<file path="config.mk">
export PLATFORM = sky130hd
export DESIGN_NAME = idx_intc
export DESIGN_NICKNAME = d
export VERILOG_FILES = /design/src/rtl/idx_intc_pkg.sv /design/src/rtl/idx_intc_trigger.sv /design/src/rtl/idx_intc_pick.sv /design/src/rtl/idx_intc.sv
export SDC_FILE = /design/constraint.sdc
export NUM_CORES = 2
export LEC_CHECK = 0
export ABC_AREA = 1
export BUFFER_PORTS_ARGS = -buffer_cell sky130_fd_sc_hd__buf_4
export CAP_MARGIN = 30
export CORE_MARGIN = 3
export CORE_UTILIZATION = 47
export CTS_BUF_LIST = sky130_fd_sc_hd__clkbuf_8
export DETAILED_ROUTE_END_ITERATION = 6
export GPL_TIMING_DRIVEN = 0
export MAX_ROUTING_LAYER = met4
export PLACE_DENSITY_LB_ADDON = 0.15
export SLEW_MARGIN = 10
export SYNTH_ARGS = -nofsm -noshare
export SYNTH_HDL_FRONTEND = slang
export SYNTH_SLANG_ARGS = --single-unit
</file>
<file path="constraint.sdc">
create_clock -name clk_i -period 110.5 [get_ports clk_i]
set_clock_uncertainty 0.05 [all_clocks]
set_input_delay 11.05 -clock clk_i [delete_from_list [all_inputs] [get_ports clk_i]]
set_output_delay 11.05 -clock clk_i [all_outputs]
set_load 0.1 [all_outputs]
</file>
<file path="src/rtl/idx_intc_pkg.sv">
package idx_intc_pkg;
  localparam int ADDR_W = 13;
  localparam int DATA_W = 32;
  localparam int IDX_W  = 10;
  localparam int CH_W   = 8;

  typedef logic [CH_W-1:0] chan_t;

  localparam logic [ADDR_W-1:0] OFS_MODE      = 13'h004;
  localparam logic [ADDR_W-1:0] OFS_HMODE     = 13'h00C;
  localparam logic [ADDR_W-1:0] OFS_GLOB      = 13'h010;
  localparam logic [ADDR_W-1:0] OFS_STAT_ICLR = 13'h024;
  localparam logic [ADDR_W-1:0] OFS_EN_ISET   = 13'h028;
  localparam logic [ADDR_W-1:0] OFS_EN_ICLR   = 13'h02C;
  localparam logic [ADDR_W-1:0] OFS_HEN_ISET  = 13'h034;
  localparam logic [ADDR_W-1:0] OFS_HEN_ICLR  = 13'h038;
  localparam logic [ADDR_W-1:0] OFS_PRIO      = 13'h080;
  localparam logic [ADDR_W-1:0] BASE_STAT     = 13'h280;
  localparam logic [ADDR_W-1:0] BASE_EN       = 13'h380;
  localparam logic [ADDR_W-1:0] BASE_CHMAP    = 13'h400;
  localparam logic [ADDR_W-1:0] BASE_POL      = 13'hD00;
  localparam logic [ADDR_W-1:0] BASE_TYPE     = 13'hD80;

  function automatic logic [ADDR_W-1:0] word_addr(logic [ADDR_W-1:0] base, int w);
    return base + ADDR_W'(4 * w);
  endfunction
endpackage

</file>
<file path="src/rtl/idx_intc_trigger.sv">
module idx_intc_trigger #(
  parameter int N_IRQ = 64
) (
  input  logic             clk_i,
  input  logic             rst_ni,
  input  logic [N_IRQ-1:0] irq_i,
  input  logic [N_IRQ-1:0] pol_i,
  input  logic [N_IRQ-1:0] typ_i,
  input  logic [N_IRQ-1:0] clr_i,
  output logic [N_IRQ-1:0] stat_o
);
  logic [N_IRQ-1:0] in_q;

  for (genvar i = 0; i < N_IRQ; i++) begin : g_cell
    logic active, edge_hit;
    assign active   = ~(irq_i[i] ^ pol_i[i]);
    assign edge_hit = (irq_i[i] ^ in_q[i]) & active;

    always_ff @(posedge clk_i or negedge rst_ni) begin
      if (!rst_ni) begin
        in_q[i]   <= 1'b0;
        stat_o[i] <= 1'b0;
      end else begin
        in_q[i] <= irq_i[i];
        // edge set wins over a same-cycle clear; level follows input
        if (typ_i[i]) stat_o[i] <= (stat_o[i] & ~clr_i[i]) | edge_hit;
        else          stat_o[i] <= active;
      end
    end
  end


  edge_hold_chk: assert property (@(posedge clk_i) disable iff (!rst_ni)
    ((stat_o & typ_i & ~clr_i) != '0) |=>
      (($past(stat_o & typ_i & ~clr_i) & typ_i & ~stat_o) == '0));
endmodule

</file>
<file path="src/rtl/idx_intc_pick.sv">
module idx_intc_pick
  import idx_intc_pkg::*;
#(
  parameter int N_IRQ = 64
) (
  input  logic                   clk_i,
  input  logic                   rst_ni,
  input  logic [N_IRQ-1:0]       pend_i,
  input  chan_t [N_IRQ-1:0]      chan_i,
  output logic                   found_o,
  output logic [IDX_W-1:0]       idx_o
);
  localparam int SEL_W = (N_IRQ > 1) ? $clog2(N_IRQ) : 1;

  chan_t best_ch;

  // strict compare keeps the lowest number on a channel tie
  always_comb begin
    found_o = 1'b0;
    best_ch = '1;
    idx_o   = '0;
    for (int i = 0; i < N_IRQ; i++) begin
      if (pend_i[i] && (!found_o || chan_i[i] < best_ch)) begin
        found_o = 1'b1;
        best_ch = chan_i[i];
        idx_o   = IDX_W'(i);
      end
    end
  end


  win_pend_chk: assert property (@(posedge clk_i) disable iff (!rst_ni)
    found_o |-> pend_i[idx_o[SEL_W-1:0]]);


  none_idle_chk: assert property (@(posedge clk_i) disable iff (!rst_ni)
    !found_o |-> (pend_i == '0));
endmodule

</file>
<file path="src/rtl/idx_intc.sv">
module idx_intc
  import idx_intc_pkg::*;
#(
  parameter int N_IRQ = 64
) (
  input  logic              clk_i,
  input  logic              rst_ni,
  input  logic [N_IRQ-1:0]  irq_i,
  input  logic              req_i,
  input  logic              we_i,
  input  logic [ADDR_W-1:0] addr_i,
  input  logic [DATA_W-1:0] wdata_i,
  output logic [DATA_W-1:0] rdata_o,
  output logic              irq_o
);
  localparam int N_BANK = (N_IRQ + 31) / 32;
  localparam int N_MAPW = (N_IRQ + 3) / 4;
  localparam int SEL_W  = (N_IRQ > 1) ? $clog2(N_IRQ) : 1;

  logic [N_IRQ-1:0] en_q, pol_q, typ_q, stat;
  chan_t [N_IRQ-1:0] chmap_q;
  logic glob_q, hen_q;

  logic wr, rd, v_ok;
  logic [SEL_W-1:0] v_sel;
  logic [N_IRQ-1:0] clr_stat, en_set, en_clr;
  logic [DATA_W-1:0] rd_d;
  logic pick_found;
  logic [IDX_W-1:0] pick_idx;

  assign wr    = req_i & we_i;
  assign rd    = req_i & ~we_i;
  assign v_ok  = wdata_i < DATA_W'(N_IRQ);
  assign v_sel = wdata_i[SEL_W-1:0];

  always_comb begin
    clr_stat = '0;
    en_set   = '0;
    en_clr   = '0;
    if (wr) begin
      if (v_ok && addr_i == OFS_STAT_ICLR) clr_stat[v_sel] = 1'b1;
      if (v_ok && addr_i == OFS_EN_ISET)   en_set[v_sel]   = 1'b1;
      if (v_ok && addr_i == OFS_EN_ICLR)   en_clr[v_sel]   = 1'b1;
      for (int b = 0; b < N_BANK; b++) begin
        for (int k = 0; k < 32; k++) begin
          if (b * 32 + k < N_IRQ) begin
            if (addr_i == word_addr(BASE_STAT, b) && wdata_i[k]) clr_stat[b*32+k] = 1'b1;
            if (addr_i == word_addr(BASE_EN, b) && wdata_i[k])   en_clr[b*32+k]   = 1'b1;
          end
        end
      end
    end
  end

  always_ff @(posedge clk_i or negedge rst_ni) begin
    if (!rst_ni) begin
      en_q   <= '0;
      pol_q  <= '1;
      typ_q  <= '0;
      glob_q <= 1'b0;
      hen_q  <= 1'b0;
      for (int i = 0; i < N_IRQ; i++) chmap_q[i] <= chan_t'(7);
    end else begin
      en_q <= (en_q & ~en_clr) | en_set;
      if (wr) begin
        if (addr_i == OFS_GLOB) glob_q <= wdata_i[0];
        if (addr_i == OFS_HEN_ISET && wdata_i == '0) hen_q <= 1'b1;
        if (addr_i == OFS_HEN_ICLR && wdata_i == '0) hen_q <= 1'b0;
        for (int b = 0; b < N_BANK; b++) begin
          for (int k = 0; k < 32; k++) begin
            if (b * 32 + k < N_IRQ) begin
              if (addr_i == word_addr(BASE_POL, b))  pol_q[b*32+k] <= wdata_i[k];
              if (addr_i == word_addr(BASE_TYPE, b)) typ_q[b*32+k] <= wdata_i[k];
            end
          end
        end
        for (int w = 0; w < N_MAPW; w++) begin
          for (int j = 0; j < 4; j++) begin
            if (w * 4 + j < N_IRQ && addr_i == word_addr(BASE_CHMAP, w))
              chmap_q[w*4+j] <= wdata_i[8*j +: 8];
          end
        end
      end
    end
  end

  idx_intc_trigger #(.N_IRQ(N_IRQ)) i_trigger (
    .clk_i  (clk_i),
    .rst_ni (rst_ni),
    .irq_i  (irq_i),
    .pol_i  (pol_q),
    .typ_i  (typ_q),
    .clr_i  (clr_stat),
    .stat_o (stat)
  );

  idx_intc_pick #(.N_IRQ(N_IRQ)) i_pick (
    .clk_i   (clk_i),
    .rst_ni  (rst_ni),
    .pend_i  (stat & en_q),
    .chan_i  (chmap_q),
    .found_o (pick_found),
    .idx_o   (pick_idx)
  );

  always_comb begin
    rd_d = '0;
    if (addr_i == OFS_GLOB) rd_d = {{(DATA_W-1){1'b0}}, glob_q};
    if (addr_i == OFS_PRIO) rd_d = {~pick_found, {(DATA_W-IDX_W-1){1'b0}}, pick_idx};
    for (int b = 0; b < N_BANK; b++) begin
      for (int k = 0; k < 32; k++) begin
        if (b * 32 + k < N_IRQ) begin
          if (addr_i == word_addr(BASE_STAT, b)) rd_d[k] = stat[b*32+k];
          if (addr_i == word_addr(BASE_EN, b))   rd_d[k] = en_q[b*32+k];
          if (addr_i == word_addr(BASE_POL, b))  rd_d[k] = pol_q[b*32+k];
          if (addr_i == word_addr(BASE_TYPE, b)) rd_d[k] = typ_q[b*32+k];
        end
      end
    end
    for (int w = 0; w < N_MAPW; w++) begin
      for (int j = 0; j < 4; j++) begin
        if (w * 4 + j < N_IRQ && addr_i == word_addr(BASE_CHMAP, w))
          rd_d[8*j +: 8] = chmap_q[w*4+j];
      end
    end
  end

  always_ff @(posedge clk_i or negedge rst_ni) begin
    if (!rst_ni)  rdata_o <= '0;
    else if (rd)  rdata_o <= rd_d;
  end

  assign irq_o = glob_q & hen_q & (|(stat & en_q));


  irq_gate_chk: assert property (@(posedge clk_i) disable iff (!rst_ni)
    irq_o |-> (pick_found && glob_q && hen_q));


  en_iset_chk: assert property (@(posedge clk_i) disable iff (!rst_ni)
    (wr && v_ok && addr_i == OFS_EN_ISET) |=> en_q[$past(v_sel)]);
endmodule

</file>
==> results.md <==
* Status: complete, but fails checks
* Violated checks: DRC
* TritonCTS buffer count at 161
* Layout cells sized above 1 at 0.153
* DIE AREA at 132000 µm²
* FMAX at 0.00989 GHz
* Post-route minimum period at 101.08 ns
* Worst-margin pin slew at 1.38 ns
* Lkg Pwr at 32.8 nW
* Mapped cell area at 60200 µm²
* Max Cap Violations at 0
* Final nets at 9108
* Power per cell area at 10.2 nW/µm²
* Die width at 364 µm
* Post-Place Cells at 10158
* Crit start category: register
* Largest net degree at the start of global routing at 106
* CP Buf/Inv Count at 64
* Syn_nets at 8748
* DP HPWL at 227 mm
* Rows at 130
* Max Fanout on Critical Path at 10
* Initial Utilization at 0.476
* Tot Pwr at 694 µW
* Worst setup EP type: register
* Synth async-reset ratio at 1.00
* Via count at 63773
* Layout area overhead at 12.5%
* Ys Warns at 0
* Required time of the critical path at 111.28 ns
* Crit-path max cell delay at 0.78 ns
* Core area at 126000 µm²
* Syn Inst Count at 8316
* Crit path top cell by count: nand2_4
* RePlAce Congestion at 1.11
* DRT Wirelength at 290 mm
* Post-DR wirelength/cell at 27.6 µm
* Max-slew violations at 0
* First-pass GRT wire length at 410 mm
* H-tree levels at 4
* DP Worst Slack at 11.47 ns
* Worst vdd ir at 13.5 µV
* Non-Filler Instances at 10509
* Port bufs at 142
* CTS Hold Bufs at 0
* Delay-heaviest family, CP: compound AO/OA/AOI/OAI gates
* Post-synth top cells: 2523 x nand2_1, 1195 x o21ai_0, 647 x inv_1
* GRT Util Overall at 0.443
* Final period util at 0.915
* Routed vias/inst at 6.07
* Sequential share of the synthesized area at 0.365
* Setup TNS at 0 ns
* Die Ht at 364 µm
* Main synth FF type: dfrtp_1
* CTS tree: yes
* Post-route worst setup slack at 9.42 ns
* Vias in the first global route at 58020
* Clk root buf: clkbuf_8
* Synth Area per Inst at 7.24 µm²
* WP data arrival at 101.86 ns
* Yosys reg bits at 866
* Setup CP Type: reg2reg
* Post-CTS Setup Inserts at 0
* Clock transition at the registers of the reported paths at 0.07 ns
* Synth top area share at 0.254
* CTS max path bufs at 3
* 1st-pass router iterations at 7
* Initial drt markers at 8545
* Number of synthesized flops with an enable pin at 0
* Yosys top cell by area: dfrtp_1
* Yosys cell types at 52
* Count leader, synth: nand2_1
* Post-cts gate resize count at 0
* Congestion Overflow GR at 0
* Unrepaired setup endpoints after global routing: false
* Worst Hold Slack at 0.432 ns
* Sink Count at 866
* Clk Latency, worst-skew pair at 0.97 ns
* Relative slew slack at 0.0767
* Final Hold Vio Count at 0
* CP max-delay cell: nor3_1
* Initial antenna violation count at 33
* IO Count at 146
* Setup violators final at 0
* Routed Antenna Nets at 0
* Hold Crit Class: reg2reg
* Largest cells by area after synthesis: dfrtp_1 25%, nand2_1 16%, dfstp_2 11%
* DRC violation count after routing at 6
-- report_power, final --
group / total (mW) / leakage [nW] / switching, mW / internal, mW
Sequential: 0.323 / 10.9 / 0.00228 / 0.320
Combinational: 0.0379 / 20.0 / 0.0296 / 0.00823
Clock: 0.333 / 1.98 / 0.161 / 0.173
-- metal layers --
metal,vias to the layer above,part of all wire,track usage
li1,28786,-,-
met1,30506,0.40,0.564
met3,779,0.12,0.125
met2,3702,0.42,0.618
met5,-,0,-
met4,0,0.072,0.278
-- state kept, by name, indices dropped and copies added (netlist names) --
register / cells
rdata_o: 32
chmap_q: 512
en_q: 64
i_trigger.stat_o: 64
glob_q: 1
i_trigger.in_q: 64
typ_q: 64
hen_q: 1
pol_q: 64
-- tightest hold or removal path: stages (launching register included) --
cell	delay [ns]
dfrtp_1	0.34
nand2_1	0.05
nand2_1	0.06
-- final timing paths --
kind                                     startpoint                 to  slack (ns)  cells past startpoint
worst max-delay path            i_trigger.stat_o[0]         rdata_o[1]        9.42                    605
worst min-delay path                     rdata_o[9]         rdata_o[9]        0.43                      2
worst max register to register  i_trigger.stat_o[0]         rdata_o[1]        9.42                    605
worst min register to register           rdata_o[9]         rdata_o[9]        0.43                      2
max in group asynchronous                    rst_ni       chmap_q[321]       98.15                      5
min in group asynchronous                    rst_ni  i_trigger.in_q[3]        9.96                      1
-- logic make-up after synthesis --
group,share of synthesized area
adder cells (fa/ha/maj),0.0663
flip-flops,0.365
buffers and inverters,0.0802
AO/OA/AOI/OAI,0.174
AND/OR/NAND/NOR,0.314
multiplexers,0.000166
-- layout make-up --
| type | count | area (µm²) |
|---|---|---|
| fill | 12612 | 58700 |
| multi-input combinational | 6359 | 33400 |
| sequential | 866 | 22000 |
| inverter | 736 | 2790 |
| clock buffer | 200 | 2750 |
| buffer | 355 | 2080 |
| tap | 1650 | 2060 |
| timing repair buffer | 197 | 1860 |
| clock inverter | 102 | 618 |
| antenna | 44 | 110 |
-- metrics by stage --
step | util | area (µm²)
detailed placement | 0.508 | 64200
finish | 0.536 | 67700
floorplan | - | 60200
global placement | 0.501 | 63300
CTS | 0.535 | 67600
global route | 0.535 | 67700
-- cells in the final DEF, fill, tap and decap left out, drive strengths merged, types with 2 or more instances in the layout --
cell type | Yosys | layout
nand2 | 2939 | 2939
o21ai | 1196 | 1196
inv | 733 | 806
dfrtp | 610 | 610
nand3 | 595 | 595
clkbuf | 307 | 507
nor2 | 460 | 460
ha | 319 | 319
dfstp | 256 | 256
buf | 46 | 243
a21oi | 137 | 137
o221ai | 131 | 131
a221oi | 112 | 112
nand4 | 95 | 95
nor3 | 88 | 88
a211oi | 63 | 63
a31oi | 59 | 59
o21bai | 49 | 49
diode | 0 | 44
nand3b | 40 | 40
clkinv | 2 | 26
or2 | 12 | 12
o2111ai | 12 | 12
a22o | 10 | 10
nor4 | 9 | 9
a32oi | 8 | 8
a221o | 7 | 7
o211ai | 6 | 6
bufinv | 1 | 4
a41oi | 3 | 3
dlygate4sd3 | 2 | 2
o311ai | 2 | 2
a2111oi | 2 | 2
clkinvlp | 0 | 2
(Power assumes the default switching activity.)
